$ cat config.mk
export PLATFORM = sky130hd
export DESIGN_NAME = irq_vector_seq
export DESIGN_NICKNAME = d
export VERILOG_FILES = /design/src/rtl/irq_seq_pkg.sv /design/src/rtl/irq_edge_latch.sv /design/src/rtl/irq_prio_pick.sv /design/src/rtl/irq_seq_fsm.sv /design/src/rtl/irq_vector_seq.sv
export SDC_FILE = /design/constraint.sdc
export NUM_CORES = 1
export LEC_CHECK = 0
export ABC_AREA = 0
export BUFFER_PORTS_ARGS = -buffer_cell sky130_fd_sc_hd__clkbuf_2
export CAP_MARGIN = 20
export CORE_MARGIN = 5
export CORE_UTILIZATION = 42
export CTS_CLUSTER_DIAMETER = 80
export DETAILED_ROUTE_END_ITERATION = 8
export PLACE_DENSITY = 0.79
export SYNTH_ARGS = -nofsm -noshare
export SYNTH_HDL_FRONTEND = slang
export SYNTH_SLANG_ARGS = --single-unit
$ cat constraint.sdc
create_clock -name clk -period 3.6 [get_ports clk]
set_clock_uncertainty 0.15 [all_clocks]
set_input_delay 0.9 -clock clk [delete_from_list [all_inputs] [get_ports clk]]
set_output_delay 0.9 -clock clk [all_outputs]
set_load 0.1 [all_outputs]
$ cat src/rtl/irq_seq_pkg.sv
// Package: shared state encoding for the interrupt vector sequencer.
// Assumes: one state register in the sequencer; order of the entry,
// return and reset groups is not decoded elsewhere.
package irq_seq_pkg;

    typedef enum logic [3:0] {
        ST_IDLE,
        ST_E1,   // push return PC
        ST_E2,   // push status
        ST_E3,   // clear status, commit stack pointer
        ST_E4,   // vector read, acknowledge
        ST_E5,   // load PC from vector word
        ST_E6,   // settle, first handler instruction follows
        ST_R1,   // read saved status
        ST_R2,   // restore status, read saved PC
        ST_R3,   // restore PC, commit stack pointer
        ST_R4,   // settle
        ST_R5,   // settle
        ST_X1,   // reset vector read, clear status
        ST_X2    // load PC from reset vector
    } seq_state_t;

endpackage

$ cat src/rtl/irq_edge_latch.sv
// Module: irq_edge_latch
// Turns rising edges of request inputs into sticky pending bits.
// A pending bit stays set until its clear strobe; a new edge in the
// same cycle as a clear wins, so no edge is lost.
module irq_edge_latch #(
    parameter int W = 2
) (
    input  logic         clk,
    input  logic         rst_n,
    input  logic [W-1:0] req_in,
    input  logic [W-1:0] clr,
    output logic [W-1:0] pend
);

    logic [W-1:0] req_q;
    logic [W-1:0] rise;

    // Edge detect against the previous sample.
    assign rise = req_in & ~req_q;

    // Sample inputs and update sticky pending bits.
    always_ff @(posedge clk) begin
        if (!rst_n) begin
            req_q <= '0;
            pend  <= '0;
        end else begin
            req_q <= req_in;
            pend  <= (pend & ~clr) | rise;
        end
    end

endmodule

$ cat src/rtl/irq_prio_pick.sv
// Module: irq_prio_pick
// Fixed-priority selector: the highest set index of the pending vector
// wins. Purely combinational; valid is low when nothing is pending.
module irq_prio_pick #(
    parameter int N  = 16,
    parameter int IW = $clog2(N)
) (
    input  logic [N-1:0]  pend,
    output logic          valid,
    output logic [IW-1:0] id
);

    // Scan upward so later (higher) indices override earlier ones.
    always_comb begin
        valid = 1'b0;
        id    = '0;
        for (int i = 0; i < N; i++) begin
            if (pend[i]) begin
                valid = 1'b1;
                id    = IW'(i);
            end
        end
    end

endmodule

$ cat src/rtl/irq_seq_fsm.sv
// Module: irq_seq_fsm
// Entry, return and reset sequencer. Decides at each boundary, then
// walks a fixed-length state chain driving memory and register loads.
// Assumes: core holds pc_in/sr_in/sp_in except through our strobes,
// memory read data arrives one cycle after the request.
module irq_seq_fsm
    import irq_seq_pkg::*;
#(
    parameter int          W        = 16,
    parameter int          N_SRC    = 16,
    parameter int          IW       = $clog2(N_SRC),
    parameter int          GIE_BIT  = 3,
    parameter logic [W-1:0] VEC_BASE = 16'hFFE0
) (
    input  logic          clk,
    input  logic          rst_n,
    input  logic          rst_pend,
    input  logic          sel_valid,
    input  logic [IW-1:0] sel_id,
    input  logic          insn_done,
    input  logic          ret_req,
    input  logic [W-1:0]  pc_in,
    input  logic [W-1:0]  sr_in,
    input  logic [W-1:0]  sp_in,
    input  logic [W-1:0]  mem_rdata,
    output logic          gie,
    output logic          busy,
    output logic          mem_req,
    output logic          mem_we,
    output logic [W-1:0]  mem_addr,
    output logic [W-1:0]  mem_wdata,
    output logic          pc_ld,
    output logic [W-1:0]  pc_nxt,
    output logic          sr_ld,
    output logic [W-1:0]  sr_nxt,
    output logic          sp_ld,
    output logic [W-1:0]  sp_nxt,
    output logic          ack,
    output logic [IW-1:0] ack_id
);

    localparam logic [IW-1:0] ID_RST   = IW'(N_SRC - 1);
    localparam logic [W-1:0]  WORD_B   = W'(2);
    localparam logic [W-1:0]  FRAME_B  = W'(4);

    seq_state_t    st, st_d;
    logic [IW-1:0] src_q, src_d;
    logic          abort;

    // Vector word address of a source index.
    function automatic logic [W-1:0] vec_of(input logic [IW-1:0] id);
        return VEC_BASE + (W'(id) << 1);
    endfunction

    assign gie   = sr_in[GIE_BIT];
    assign busy  = (st != ST_IDLE);
    // A pending reset squashes whatever step is in flight.
    assign abort = rst_pend && (st != ST_X1);

    // Next-state and source-latch decision.
    always_comb begin
        st_d  = st;
        src_d = src_q;
        if (abort) begin
            st_d = ST_X1;
        end else begin
            case (st)
                ST_IDLE: begin
                    if (ret_req) begin
                        st_d = ST_R1;
                    end else if (insn_done && sel_valid) begin
                        st_d  = ST_E1;
                        src_d = sel_id;
                    end
                end
                ST_E1:   st_d = ST_E2;
                ST_E2:   st_d = ST_E3;
                ST_E3:   st_d = ST_E4;
                ST_E4:   st_d = ST_E5;
                ST_E5:   st_d = ST_E6;
                ST_E6:   st_d = ST_IDLE;
                ST_R1:   st_d = ST_R2;
                ST_R2:   st_d = ST_R3;
                ST_R3:   st_d = ST_R4;
                ST_R4:   st_d = ST_R5;
                ST_R5:   st_d = ST_IDLE;
                ST_X1:   st_d = ST_X2;
                ST_X2:   st_d = ST_IDLE;
                default: st_d = ST_IDLE;
            endcase
        end
    end

    // State and serviced-source registers.
    always_ff @(posedge clk) begin
        if (!rst_n) begin
            st    <= ST_IDLE;
            src_q <= '0;
        end else begin
            st    <= st_d;
            src_q <= src_d;
        end
    end

    // Per-state memory and register-load outputs.
    always_comb begin
        mem_req   = 1'b0;
        mem_we    = 1'b0;
        mem_addr  = '0;
        mem_wdata = '0;
        pc_ld     = 1'b0;
        pc_nxt    = '0;
        sr_ld     = 1'b0;
        sr_nxt    = '0;
        sp_ld     = 1'b0;
        sp_nxt    = '0;
        ack       = 1'b0;
        ack_id    = '0;
        if (!abort) begin
            case (st)
                ST_E1: begin
                    mem_req   = 1'b1;
                    mem_we    = 1'b1;
                    mem_addr  = sp_in - WORD_B;
                    mem_wdata = pc_in;
                end
                ST_E2: begin
                    mem_req   = 1'b1;
                    mem_we    = 1'b1;
                    mem_addr  = sp_in - FRAME_B;
                    mem_wdata = sr_in;
                end
                ST_E3: begin
                    sr_ld  = 1'b1;
                    sp_ld  = 1'b1;
                    sp_nxt = sp_in - FRAME_B;
                end
                ST_E4: begin
                    mem_req  = 1'b1;
                    mem_addr = vec_of(src_q);
                    ack      = 1'b1;
                    ack_id   = src_q;
                end
                ST_E5: begin
                    pc_ld  = 1'b1;
                    pc_nxt = mem_rdata;
                end
                ST_R1: begin
                    mem_req  = 1'b1;
                    mem_addr = sp_in;
                end
                ST_R2: begin
                    sr_ld    = 1'b1;
                    sr_nxt   = mem_rdata;
                    mem_req  = 1'b1;
                    mem_addr = sp_in + WORD_B;
                end
                ST_R3: begin
                    pc_ld  = 1'b1;
                    pc_nxt = mem_rdata;
                    sp_ld  = 1'b1;
                    sp_nxt = sp_in + FRAME_B;
                end
                ST_X1: begin
                    mem_req  = 1'b1;
                    mem_addr = vec_of(ID_RST);
                    sr_ld    = 1'b1;
                    ack      = 1'b1;
                    ack_id   = ID_RST;
                end
                ST_X2: begin
                    pc_ld  = 1'b1;
                    pc_nxt = mem_rdata;
                end
                default: ;
            endcase
        end
    end

endmodule

$ cat src/rtl/irq_vector_seq.sv
// Module: irq_vector_seq (top)
// Interrupt entry/return sequencer for a 16-bit multi-cycle core.
// Latches edge-type sources, masks level sources with the global
// enable, picks the highest pending index and runs the sequencer.
// Assumes: core stalls while busy; read data one cycle after request.
module irq_vector_seq #(
    parameter int           W        = 16,
    parameter int           N_SRC    = 16,
    parameter int           GIE_BIT  = 3,
    parameter logic [W-1:0] VEC_BASE = 16'hFFE0,
    localparam int          N_MASK   = N_SRC - 2,
    localparam int          IW       = $clog2(N_SRC)
) (
    input  logic              clk,
    input  logic              rst_n,
    input  logic [N_MASK-1:0] irq_lines,
    input  logic              nmi_req,
    input  logic              rst_req,
    input  logic              insn_done,
    input  logic              ret_req,
    input  logic [W-1:0]      pc_in,
    input  logic [W-1:0]      sr_in,
    input  logic [W-1:0]      sp_in,
    input  logic [W-1:0]      mem_rdata,
    output logic              busy,
    output logic              mem_req,
    output logic              mem_we,
    output logic [W-1:0]      mem_addr,
    output logic [W-1:0]      mem_wdata,
    output logic              pc_ld,
    output logic [W-1:0]      pc_nxt,
    output logic              sr_ld,
    output logic [W-1:0]      sr_nxt,
    output logic              sp_ld,
    output logic [W-1:0]      sp_nxt,
    output logic              ack,
    output logic [IW-1:0]     ack_id
);

    localparam logic [IW-1:0] ID_NMI = IW'(N_SRC - 2);
    localparam logic [IW-1:0] ID_RST = IW'(N_SRC - 1);

    logic [1:0]       edge_pend;   // [1] reset, [0] non-maskable
    logic [1:0]       edge_clr;
    logic             gie;
    logic [N_SRC-1:0] pend_vec;
    logic             sel_valid;
    logic [IW-1:0]    sel_id;

    // Clear a sticky edge source when its vector is fetched.
    assign edge_clr[1] = ack && (ack_id == ID_RST);
    assign edge_clr[0] = ack && (ack_id == ID_NMI);

    // Pending vector in priority order, maskable part gated by enable.
    assign pend_vec = {edge_pend[1], edge_pend[0], irq_lines & {N_MASK{gie}}};

    irq_edge_latch #(.W(2)) u_edge (
        .clk    (clk),
        .rst_n  (rst_n),
        .req_in ({rst_req, nmi_req}),
        .clr    (edge_clr),
        .pend   (edge_pend)
    );

    irq_prio_pick #(.N(N_SRC), .IW(IW)) u_pick (
        .pend  (pend_vec),
        .valid (sel_valid),
        .id    (sel_id)
    );

    irq_seq_fsm #(
        .W        (W),
        .N_SRC    (N_SRC),
        .IW       (IW),
        .GIE_BIT  (GIE_BIT),
        .VEC_BASE (VEC_BASE)
    ) u_fsm (
        .clk       (clk),
        .rst_n     (rst_n),
        .rst_pend  (edge_pend[1]),
        .sel_valid (sel_valid),
        .sel_id    (sel_id),
        .insn_done (insn_done),
        .ret_req   (ret_req),
        .pc_in     (pc_in),
        .sr_in     (sr_in),
        .sp_in     (sp_in),
        .mem_rdata (mem_rdata),
        .gie       (gie),
        .busy      (busy),
        .mem_req   (mem_req),
        .mem_we    (mem_we),
        .mem_addr  (mem_addr),
        .mem_wdata (mem_wdata),
        .pc_ld     (pc_ld),
        .pc_nxt    (pc_nxt),
        .sr_ld     (sr_ld),
        .sr_nxt    (sr_nxt),
        .sp_ld     (sp_ld),
        .sp_nxt    (sp_nxt),
        .ack       (ack),
        .ack_id    (ack_id)
    );

endmodule

==> flow_summary.ini, run 1 <==
[clock_tree]
cts.hold.buffers_added = 0
htreeDepth = 1
clk_root_buffer_cell = clkbuf_8
cts_buffers = 3
cts_sinks = 12
ctsLongestPathBuffers = 2

[place]
portBuffers = 174
post_dp_cell_area_um2 = 6410
dp_hpwl_um = 14500
place_ws_ns = -0.382
place_congestion = 0.959

[logic_synthesis]
syn_area_per_cell_um2 = 6.48
synth_mux_area_share_pct = 0.632
synthSimpleGateAreaFrac_pct = 35.0
synthFlopType = dfxtp_1
syn_nets = 589
synth_edf_count = 0
syn_area_um2 = 3170
synth-xor-area-share_pct = 4.70
ys_seq_area_share_pct = 7.59
synth_top_family_by_area = compound AO/OA/AOI/OAI gates
synth_cell_types = 67
synth_cells = 489
synth-async-reset-ratio_pct = 0
synth.yosys.warnings = 0
synth_compound_area_share_pct = 38.0
synth_fa_ha_area_share_pct = 6.91
ys_seq_elements = 12

[timing]
endpoint_type = primary output
crit_endpoint = mem_addr[14]

[floorplanning]
die_w_um = 96.8
rows = 31
start_util_pct = 43.4
ios = 175
die_h_um = 96.8

[global_route]
grt_use_total_pct = 72.9
gr-total-overflow = 69
antenna_found_initial = 2
grt_start_max_net_pins = 22

[outcome]
status = stopped before the end
error_line = [ERROR GRT-0232] Routing congestion too high. Check the congestion heatmap in the GUI.
stop_stage = global routing (5_1_grt)
[cells in the mapped netlist (12+ instances only)]
master	n	area (um^2)
a211oi_1	12	90.1
a21oi_1	40	200
a22oi_1	21	158
and2_1	39	244
clkbuf_1	23	86.3
dfxtp_1	12	240
ha_1	15	188
nand2_1	26	97.6
nand3_1	12	60.1
nor2_1	71	267
nor3_1	18	90.1
o21ai_0	27	135
xnor2_1	13	114
[logic make-up after synthesis]
| kind of cell | count (synthesis) |
|---|---|
| simple gates | 214 |
| compound gates | 177 |
| buf+inv | 50 |
| xor+xnor | 17 |
| fa+ha+maj | 17 |
| flops | 12 |
| mux | 2 |
[metrics by stage]
step                      cells  util, %
after CTS                   824     92.4
after detailed placement    810     87.9
after global placement      810     87.9
after floorplan             489        -
[routing by layer]
layer  global-route usage, %  GRT overflow
met3                    55.8             3
met4                    78.9            40
met2                    90.2            26
met1                    71.4             0
met5                    11.5             0
[timing repair]
action / 4_1_cts
pin swaps: 33
setup endpoints to repair: 27
buffers inserted: 10
gates cloned: 1
resized for setup: 42
==> run 2, diff against run 1 <==
--- a/config.mk
+++ b/config.mk
@@ -9,10 +9,9 @@
 export BUFFER_PORTS_ARGS = -buffer_cell sky130_fd_sc_hd__clkbuf_2
 export CAP_MARGIN = 20
 export CORE_MARGIN = 5
-export CORE_UTILIZATION = 42
-export CTS_CLUSTER_DIAMETER = 80
+export CORE_UTILIZATION = 40
 export DETAILED_ROUTE_END_ITERATION = 8
-export PLACE_DENSITY = 0.79
+export PLACE_DENSITY_LB_ADDON = 0.15
 export SYNTH_ARGS = -nofsm -noshare
 export SYNTH_HDL_FRONTEND = slang
 export SYNTH_SLANG_ARGS = --single-unit
==> constraint.sdc (replaced) <==
create_clock -name clk -period 4.7 [get_ports clk]
set_clock_uncertainty 0.15 [all_clocks]
set_input_delay 1.175 -clock clk [delete_from_list [all_inputs] [get_ports clk]]
set_output_delay 1.175 -clock clk [all_outputs]
set_load 0.1 [all_outputs]
==> flow_summary.ini, run 2 <==
[outcome]
status = finished, final reports clean

[cells_and_area]
insertedDiodeCount = 0
final_core_util_pct = 61.2
largest_registers = u_fsm.src_q x4, u_fsm.st x4
layout_commonest_cell = clkbuf_2
syn_to_final_growth_pct = 49.4
fin_nets = 751
fill_cells = 691
drive_gt1_share_pct = 38.1
final_cell_mix = clkbuf_2 (154), nor2_1 (67), and2_1 (39)
layout.cell_area.non_filler_um2 = 4730

[timing]
drv_slew = 0
setup_tns_ns = 0
rsz0062_at_grt = false
fmax_mhz = 219
relSlewSlack_pct = 32.4
fin_crit_ns = 4.57
final.period_utilization_pct = 97.2
holdWs_ns = 0.323
worstMarginPinSlew_ns = 1.01
setup_viol = 0
hold_viol_final = 0

[clock_tree]
clk_root_buffer_cell = clkbuf_8
clk_pin_slew_ns = 0.05
cts_buffers = 3
cts_tree = done
clk_latency_ns = 0.24
cts_sinks = 12
ctsLongestPathBuffers = 2
htreeDepth = 1
cts.hold.buffers_added = 0

[worst_setup_path]
cp-start-kind = primary input
crit_fanout = 9
arrival_ns = 3.24
critPathBufInv = 3
critical-path-slowest-cell = or3_4
cp-end-kind = output pin
worstSetupPathType = primary input to output pin
crit_chain = clkbuf_2, inv_1, ha_2, nor3b_4, nand2_2, or3_4, xor2_1, o22ai_1, o2bb2ai_4, buf_12
crit_path_max_incr_delay_ns = 0.41
required_ns = 3.38
cpLargestDelayFamily = simple AND/OR/NAND/NOR gates

[global_route]
grt_start_max_net_pins = 33
grt_use_total_pct = 24.3
antenna_found_initial = 0
gr-total-overflow = 0
first_global_vias = 4366
grt_pass1_wl_um = 20500

[place]
post_dp_cell_area_um2 = 4670
place_congestion = 0.920
dp_hpwl_um = 10200
portBuffers = 174

[floorplanning]
die_h_um = 99.0
rows = 32
die_w_um = 99.0
start_util_pct = 41.0
dieArea_um2 = 9800
core-area_um2 = 7730
ios = 175

[power]
p_int_w = 0.000543
netSwitchingFraction_pct = 65.6
ir_worst_vdd_mv = 0.267
p_switching_w = 0.00104
p_per_area_nw_per_um2 = 334
power_w = 0.00158
p_seq_share_pct = 7.4
p_leak_nw = 2.03
clkPwrFrac_pct = 5.7
pwr-share-comb_pct = 86.8

[logic_synthesis]
syn_area_um2 = 3170
yosysTopAreaCell = nor2_1
syn_nets = 589
ys_seq_area_share_pct = 7.59
synth_top_cell_area_share_pct = 8.42
synth-async-reset-ratio_pct = 0
synth_commonest_cells = nor2_1 (71), a21oi_1 (40), and2_1 (39)
synth_most_common_cell = nor2_1
synth_cell_types = 67
synth.yosys.warnings = 0
synth_edf_count = 0
synth_cells = 489
synthTopCellsByArea = nor2_1 (8.4%), and2_1 (7.7%), dfxtp_1 (7.6%)
syn_area_per_cell_um2 = 6.48
ys_seq_elements = 12
synthFlopType = dfxtp_1

[drt]
vias = 4448
drtIter0Drc = 287
routedWlPerCell_um = 16.5
vias_per_cell = 5.92
drt-total-wl_um = 12400
drtPass1Iterations = 5
ant_nets = 0
drc = 0

[worst_hold_path]
hold_class = flop to flop

[run]
maxCapViolCount = 0
## run 2: cell counts after synthesis
No cell type changed its count.
## run 2: per-stage QoR
stage | std cells | setup slack, ns
after floorplan | 489 | -0.812
after global placement | 746 | 0.135
after detailed placement | 746 | 0.0852
after CTS | 749 | 0.0659
after global routing | 751 | 0.00458
final | 751 | 0.130
## run 2: worst paths after layout
check                              startpoint                           to  slack [ns]  cells after the start
hold reg to reg   u_fsm.src_q[1]$_SDFFE_PN0P_  u_fsm.src_q[1]$_SDFFE_PN0P_        0.32                      2
setup reg to reg     u_fsm.st[0]$_SDFFE_PP0P_     u_fsm.st[1]$_SDFFE_PP0P_        2.47                      6
hold / removal    u_fsm.src_q[1]$_SDFFE_PN0P_  u_fsm.src_q[1]$_SDFFE_PN0P_        0.32                      2
setup / recovery                     sp_in[3]                 mem_addr[12]        0.13                     10
## run 2: final cells by class
type / count / area [um^2] / area share [%]
Multi-Input combinational cell: 427 / 2980 / 63.0
Timing Repair Buffer: 193 / 1290 / 27.2
Sequential cell: 12 / 240 / 5.08
Tap cell: 102 / 128 / 2.70
Inverter: 14 / 52.6 / 1.11
Clock buffer: 3 / 41.3 / 0.873
## run 2: worst register-to-register path: stages, from the launching register on
cell and delay, ns:
dfxtp_1 0.32, buf_4 0.25, nand2b_1 0.23, nor2_1 0.10, nor2_4 0.76, a211o_1 0.23
a211oi_1 0.06
## run 2: logic make-up (layout without fill, tap and decap cells)
logic type / Yosys count / after routing / synth area share, %
AOI/OAI and AO/OA: 177 / 177 / 38.0
buffers and inverters: 50 / 210 / 7.11
adders and majority gates: 17 / 17 / 6.91
DFF: 12 / 12 / 7.59
xor gates and xnor gates: 17 / 17 / 4.70
muxes: 2 / 2 / 0.632
and+or+nand+nor: 214 / 214 / 35.0
## run 2: per-layer routing
metal  routed length [um]  global-route usage, %
met1                 4930                   29.2
met2                 6400                   44.4
met3                  757                   2.69
met4                  276                   8.19
met5                    0                      0
## run 2: what timing repair did
| action | 4_1_cts | 5_1_grt |
|---|---|---|
| setup buffers | 0 | 2 |
| setup endpoints to repair | 0 | 3 |
| resized for setup | 0 | 1 |
## run 2: power groups by stage
stage / clock network, W / registers (W) / logic (W)
after detailed placement: 0 / 0.000119 / 0.00137
after CTS: 0.0000928 / 0.000117 / 0.00137
final: 0.0000908 / 0.000117 / 0.00137
after global placement: 0 / 0.000119 / 0.00136
after global routing: 0.0000942 / 0.000118 / 0.00144
after floorplan: 0 / 0.000119 / 0.00104
(Power assumes the default switching activity.)
==> run 3, diff against run 2 <==
--- a/config.mk
+++ b/config.mk
@@ -9,7 +9,7 @@
 export BUFFER_PORTS_ARGS = -buffer_cell sky130_fd_sc_hd__clkbuf_2
 export CAP_MARGIN = 20
 export CORE_MARGIN = 5
-export CORE_UTILIZATION = 40
+export CORE_UTILIZATION = 46
 export DETAILED_ROUTE_END_ITERATION = 8
 export PLACE_DENSITY_LB_ADDON = 0.15
 export SYNTH_ARGS = -nofsm -noshare
==> flow_summary.ini, run 3 (synthesized netlist as in run 2, its figures left out) <==
[outcome]
status = finished, final reports clean

[floorplanning]
die_h_um = 93.0
dieArea_um2 = 8640
rows = 30
start_util_pct = 46.9
core-area_um2 = 6760
ios = 175
die_w_um = 93.0

[place]
dp_hpwl_um = 9820
place_ws_ns = 0.120
place_congestion = 0.948
portBuffers = 174

[clock_tree]
clk_pin_slew_ns = 0.05
htreeDepth = 1
clk_root_buffer_cell = clkbuf_8
cts.hold.buffers_added = 0
cts_tree = done
cts_buffers = 3
clk_latency_ns = 0.24
cts_sinks = 12
ctsLongestPathBuffers = 2

[global_route]
antenna_found_initial = 0
grt_pass1_wl_um = 19400
grt_start_max_net_pins = 33
first_global_vias = 4192
grt_use_total_pct = 26.6
gr-total-overflow = 0

[cells_and_area]
final_core_util_pct = 69.4
fin_nets = 748
layout_commonest_cell = clkbuf_2
largest_registers = u_fsm.src_q x4, u_fsm.st x4
drive_gt1_share_pct = 37.9
final_cell_mix = clkbuf_2 (155), nor2_1 (67), and2_1 (39)
insertedDiodeCount = 0
syn_to_final_growth_pct = 48.2

[worst_hold_path]
hold_class = flop to flop
hold_start = u_fsm.src_q[1]$_SDFFE_PN0P_

[power]
p_per_area_nw_per_um2 = 341
ir_worst_vdd_mv = 0.270
power_w = 0.00160
p_leak_nw = 2.02

[worst_setup_path]
arrival_ns = 3.22
crit_end = mem_addr[12]
critical-path-slowest-cell = or3_4
crit_path_max_incr_delay_ns = 0.42
required_ns = 3.38
cp-end-kind = output pin
worstSetupPathType = primary input to output pin
rrSetupSlack_ns = 2.49
crit_chain = clkbuf_2, inv_1, ha_2, nor3b_4, nand2_2, or3_4, xor2_1, o22ai_1, o2bb2ai_4, buf_12
reg2reg_to = u_fsm.st[2]$_SDFFE_PN0P_
crit_fanout = 7
cp-startpoint = sp_in[2]
cp-start-kind = primary input
timing.rr.start = u_fsm.st[1]$_SDFFE_PP0P_
r2r.worst_path.cells = 4

[drt]
vias = 4402
drtIter0Drc = 249
drc = 0
drt-total-wl_um = 12000
ant_nets = 0
drtPass1Iterations = 5
routedWlPerCell_um = 16.6
vias_per_cell = 6.06

[timing]
rsz0062_at_grt = false
fmax_mhz = 220
drv_slew = 0
fin_crit_ns = 4.55
worstMarginPinSlew_ns = 1.02
final.period_utilization_pct = 96.8
hold_viol_final = 0
finalWorstSetupSlack_ns = 0.151
setup_viol = 0
holdWs_ns = 0.327
relSlewSlack_pct = 31.4

[run]
maxCapViolCount = 0
[run 3: worst max-delay path: cells and delay by family]
family / cells / cell delay [ns]
compound gates: 2 / 0.42
xor+xnor: 1 / 0.15
fa+ha+maj: 1 / 0.21
buf+inv: 3 / 0.40
simple gates: 3 / 0.86
[run 3: how the worst min path moves through the flow]
| stage | end | slack, ns | depth (start not counted) |
|---|---|---|---|
| finish | u_fsm.src_q[1]$_SDFFE_PN0P_ | 0.33 | 2 |
| detailed placement | u_fsm.src_q[1]$_SDFFE_PN0P_ | 0.32 | 2 |
| CTS | u_fsm.src_q[1]$_SDFFE_PN0P_ | 0.33 | 2 |
| global route | u_fsm.src_q[1]$_SDFFE_PN0P_ | 0.35 | 2 |
| floorplan | u_fsm.src_q[1]$_SDFFE_PN0P_ | 0.29 | 2 |
| global placement | u_fsm.src_q[1]$_SDFFE_PN0P_ | 0.31 | 2 |
[run 3: repair_timing]
action	CTS	global route
hold endpoints to repair	0	0
resized for setup	0	1
setup endpoints to repair	0	2
buffers inserted	0	0
[run 3: routing by layer]
metal  global-route usage [%]  vias to the layer above  routed length (um)
li1                         -                     2164                   -
met1                     33.2                     1995                4770
met2                     47.7                      217                6220
met3                     2.49                       26                 772
met4                     8.91                        0                 281
met5                        0                        -                   0
[run 3: layout make-up]
| class | count | area, um^2 |
|---|---|---|
| multi-input combinational | 427 | 2980 |
| fill | 593 | 2060 |
| timing repair buffer | 190 | 1260 |
| sequential | 12 | 240 |
| tap | 80 | 100 |
| clock buffer | 4 | 55.1 |
| inverter | 14 | 52.6 |
[run 3: through the flow]
stage          instance area [um^2]  setup TNS, ns  cells
2_1_floorplan                  3450          -1.12    489
3_3_place_gp                   4630              0    723
3_5_place_dp                   4630              0    723
4_1_cts                        4690              0    727
5_1_grt                        4690              0    727
6_report                       4690              0    727
[run 3: report_power, final]
group          switching, W  internal [W]
Combinational      0.000999      0.000375
Clock             0.0000363     0.0000739
Sequential       0.00000588      0.000111
Total               0.00104      0.000560
==> run 4, diff against run 3 <==
==> constraint.sdc (replaced) <==
create_clock -name clk -period 4.95 [get_ports clk]
set_clock_uncertainty 0.15 [all_clocks]
set_input_delay 1.2375 -clock clk [delete_from_list [all_inputs] [get_ports clk]]
set_output_delay 1.2375 -clock clk [all_outputs]
set_load 0.1 [all_outputs]
==> flow_summary.ini, run 4 (synthesized netlist as in run 2, its figures left out) <==
[outcome]
status = finished, final reports clean

[worst_setup_path]
cp-start-kind = primary input
rrSetupSlack_ns = 2.73
arrival_ns = 3.34
required_ns = 3.56
crit_fanout = 5
worstSetupPathType = primary input to output pin
cp-end-kind = output pin

[global_route]
grt_use_total_pct = 25.7
grt_pass1_wl_um = 18800
grt_start_max_net_pins = 33
gr-total-overflow = 0
first_global_vias = 4145
antenna_found_initial = 0

[clock_tree]
cts_tree = done
cts_buffers = 3
cts.hold.buffers_added = 0
cts_resized = 0
clk_latency_ns = 0.25
ctsLongestPathBuffers = 2
post_cts_buffers = 0
cts_sinks = 12
htreeDepth = 1
clk_pin_slew_ns = 0.05
clk_root_buffer_cell = clkbuf_8

[floorplanning]
rows = 30
core-area_um2 = 6760
start_util_pct = 46.9
dieArea_um2 = 8640
die_h_um = 93.0
ios = 175
die_w_um = 93.0

[drt]
ant_nets = 0
drc = 0
drtPass1Iterations = 5
vias = 4419
routedWlPerCell_um = 16.2
drt-total-wl_um = 11800
vias_per_cell = 6.08
drtIter0Drc = 225

[worst_hold_path]
hold_class = flop to flop

[cells_and_area]
largest_registers = u_fsm.src_q x4, u_fsm.st x4
final_core_util_pct = 67.2
layout_commonest_cell = clkbuf_2
syn_to_final_growth_pct = 43.3
fin_nets = 748
drive_gt1_share_pct = 37.2
final_cell_mix = clkbuf_2 (156), nor2_1 (67), and2_1 (39)
insertedDiodeCount = 0

[timing]
fin_crit_ns = 4.73
setup_tns_ns = 0
rsz0062_at_grt = false
finalWorstSetupSlack_ns = 0.221
worstMarginPinSlew_ns = 0.949
drv_slew = 0
final.period_utilization_pct = 95.5
hold_viol_final = 0
setup_viol = 0
holdWs_ns = 0.332
fmax_mhz = 211
relSlewSlack_pct = 36.4

[power]
p_switching_w = 0.000971
p_per_area_nw_per_um2 = 325
pwr-share-comb_pct = 85.0
p_seq_share_pct = 7.6
clkPwrFrac_pct = 7.4
p_int_w = 0.000506
p_leak_nw = 1.99
netSwitchingFraction_pct = 65.7
ir_worst_vdd_mv = 0.266

[run]
maxCapViolCount = 0

[place]
place_ws_ns = 0.246
place_congestion = 0.948
portBuffers = 174
dp_hpwl_um = 9560
==> run 4: cell types whose count changed in the layout (fill, tap and decap cells not counted), sizes merged <==
cell    before  now
clkbuf     159  160
buf         35   34
==> run 4: path summary, 6_finish.rpt <==
kind | startpoint | end | cells past startpoint
max reg2reg | u_fsm.st[1]$_SDFFE_PP0P_ | u_fsm.st[2]$_SDFFE_PN0P_ | 4
min | u_fsm.src_q[1]$_SDFFE_PN0P_ | u_fsm.src_q[1]$_SDFFE_PN0P_ | 2
min reg2reg | u_fsm.src_q[1]$_SDFFE_PN0P_ | u_fsm.src_q[1]$_SDFFE_PN0P_ | 2
max | sp_in[2] | mem_addr[12] | 10
==> run 4: final cells by class <==
class / count / area [um^2]
clock buffer: 4 / 55.1
fill: 607 / 2220
inverter: 14 / 52.6
multi-input combinational: 427 / 2910
sequential: 12 / 240
tap: 80 / 100
timing repair buffer: 190 / 1190
==> run 4: power groups by stage <==
stage               Sequential, W  Combinational (W)  Clock, W
floorplan                0.000113           0.000968         0
global placement         0.000113            0.00124         0
detailed placement       0.000114            0.00125         0
CTS                      0.000112            0.00125  0.000112
global route             0.000112            0.00132  0.000117
finish                   0.000112            0.00126  0.000110
==> run 4: worst max-delay path, stage by stage <==
cell and delay (ns):
clkbuf_2 0.13, inv_1 0.08, ha_1 0.22, nor3b_2 0.34, nand2_1 0.18, or3_1 0.44, xor2_1 0.17, o22ai_1 0.18
o2bb2ai_2 0.15, buf_12 0.19
==> run 4: through the flow <==
stage	area (um^2)	std cells	total power (W)
after global placement	4480	723	0.00135
after floorplan	3370	489	0.00108
after detailed placement	4480	723	0.00136
after CTS	4540	727	0.00148
after global routing	4540	727	0.00155
final	4540	727	0.00148
==> run 4: routing by layer <==
| layer | global-route usage (%) | vias up | routed length, um |
|---|---|---|---|
| met1 | 30.2 | 2067 | 4790 |
| met2 | 47.8 | 178 | 6080 |
| met3 | 3.06 | 29 | 606 |
| met5 | 0 | - | 0 |
| li1 | - | 2145 | - |
| met4 | 9.16 | 0 | 322 |
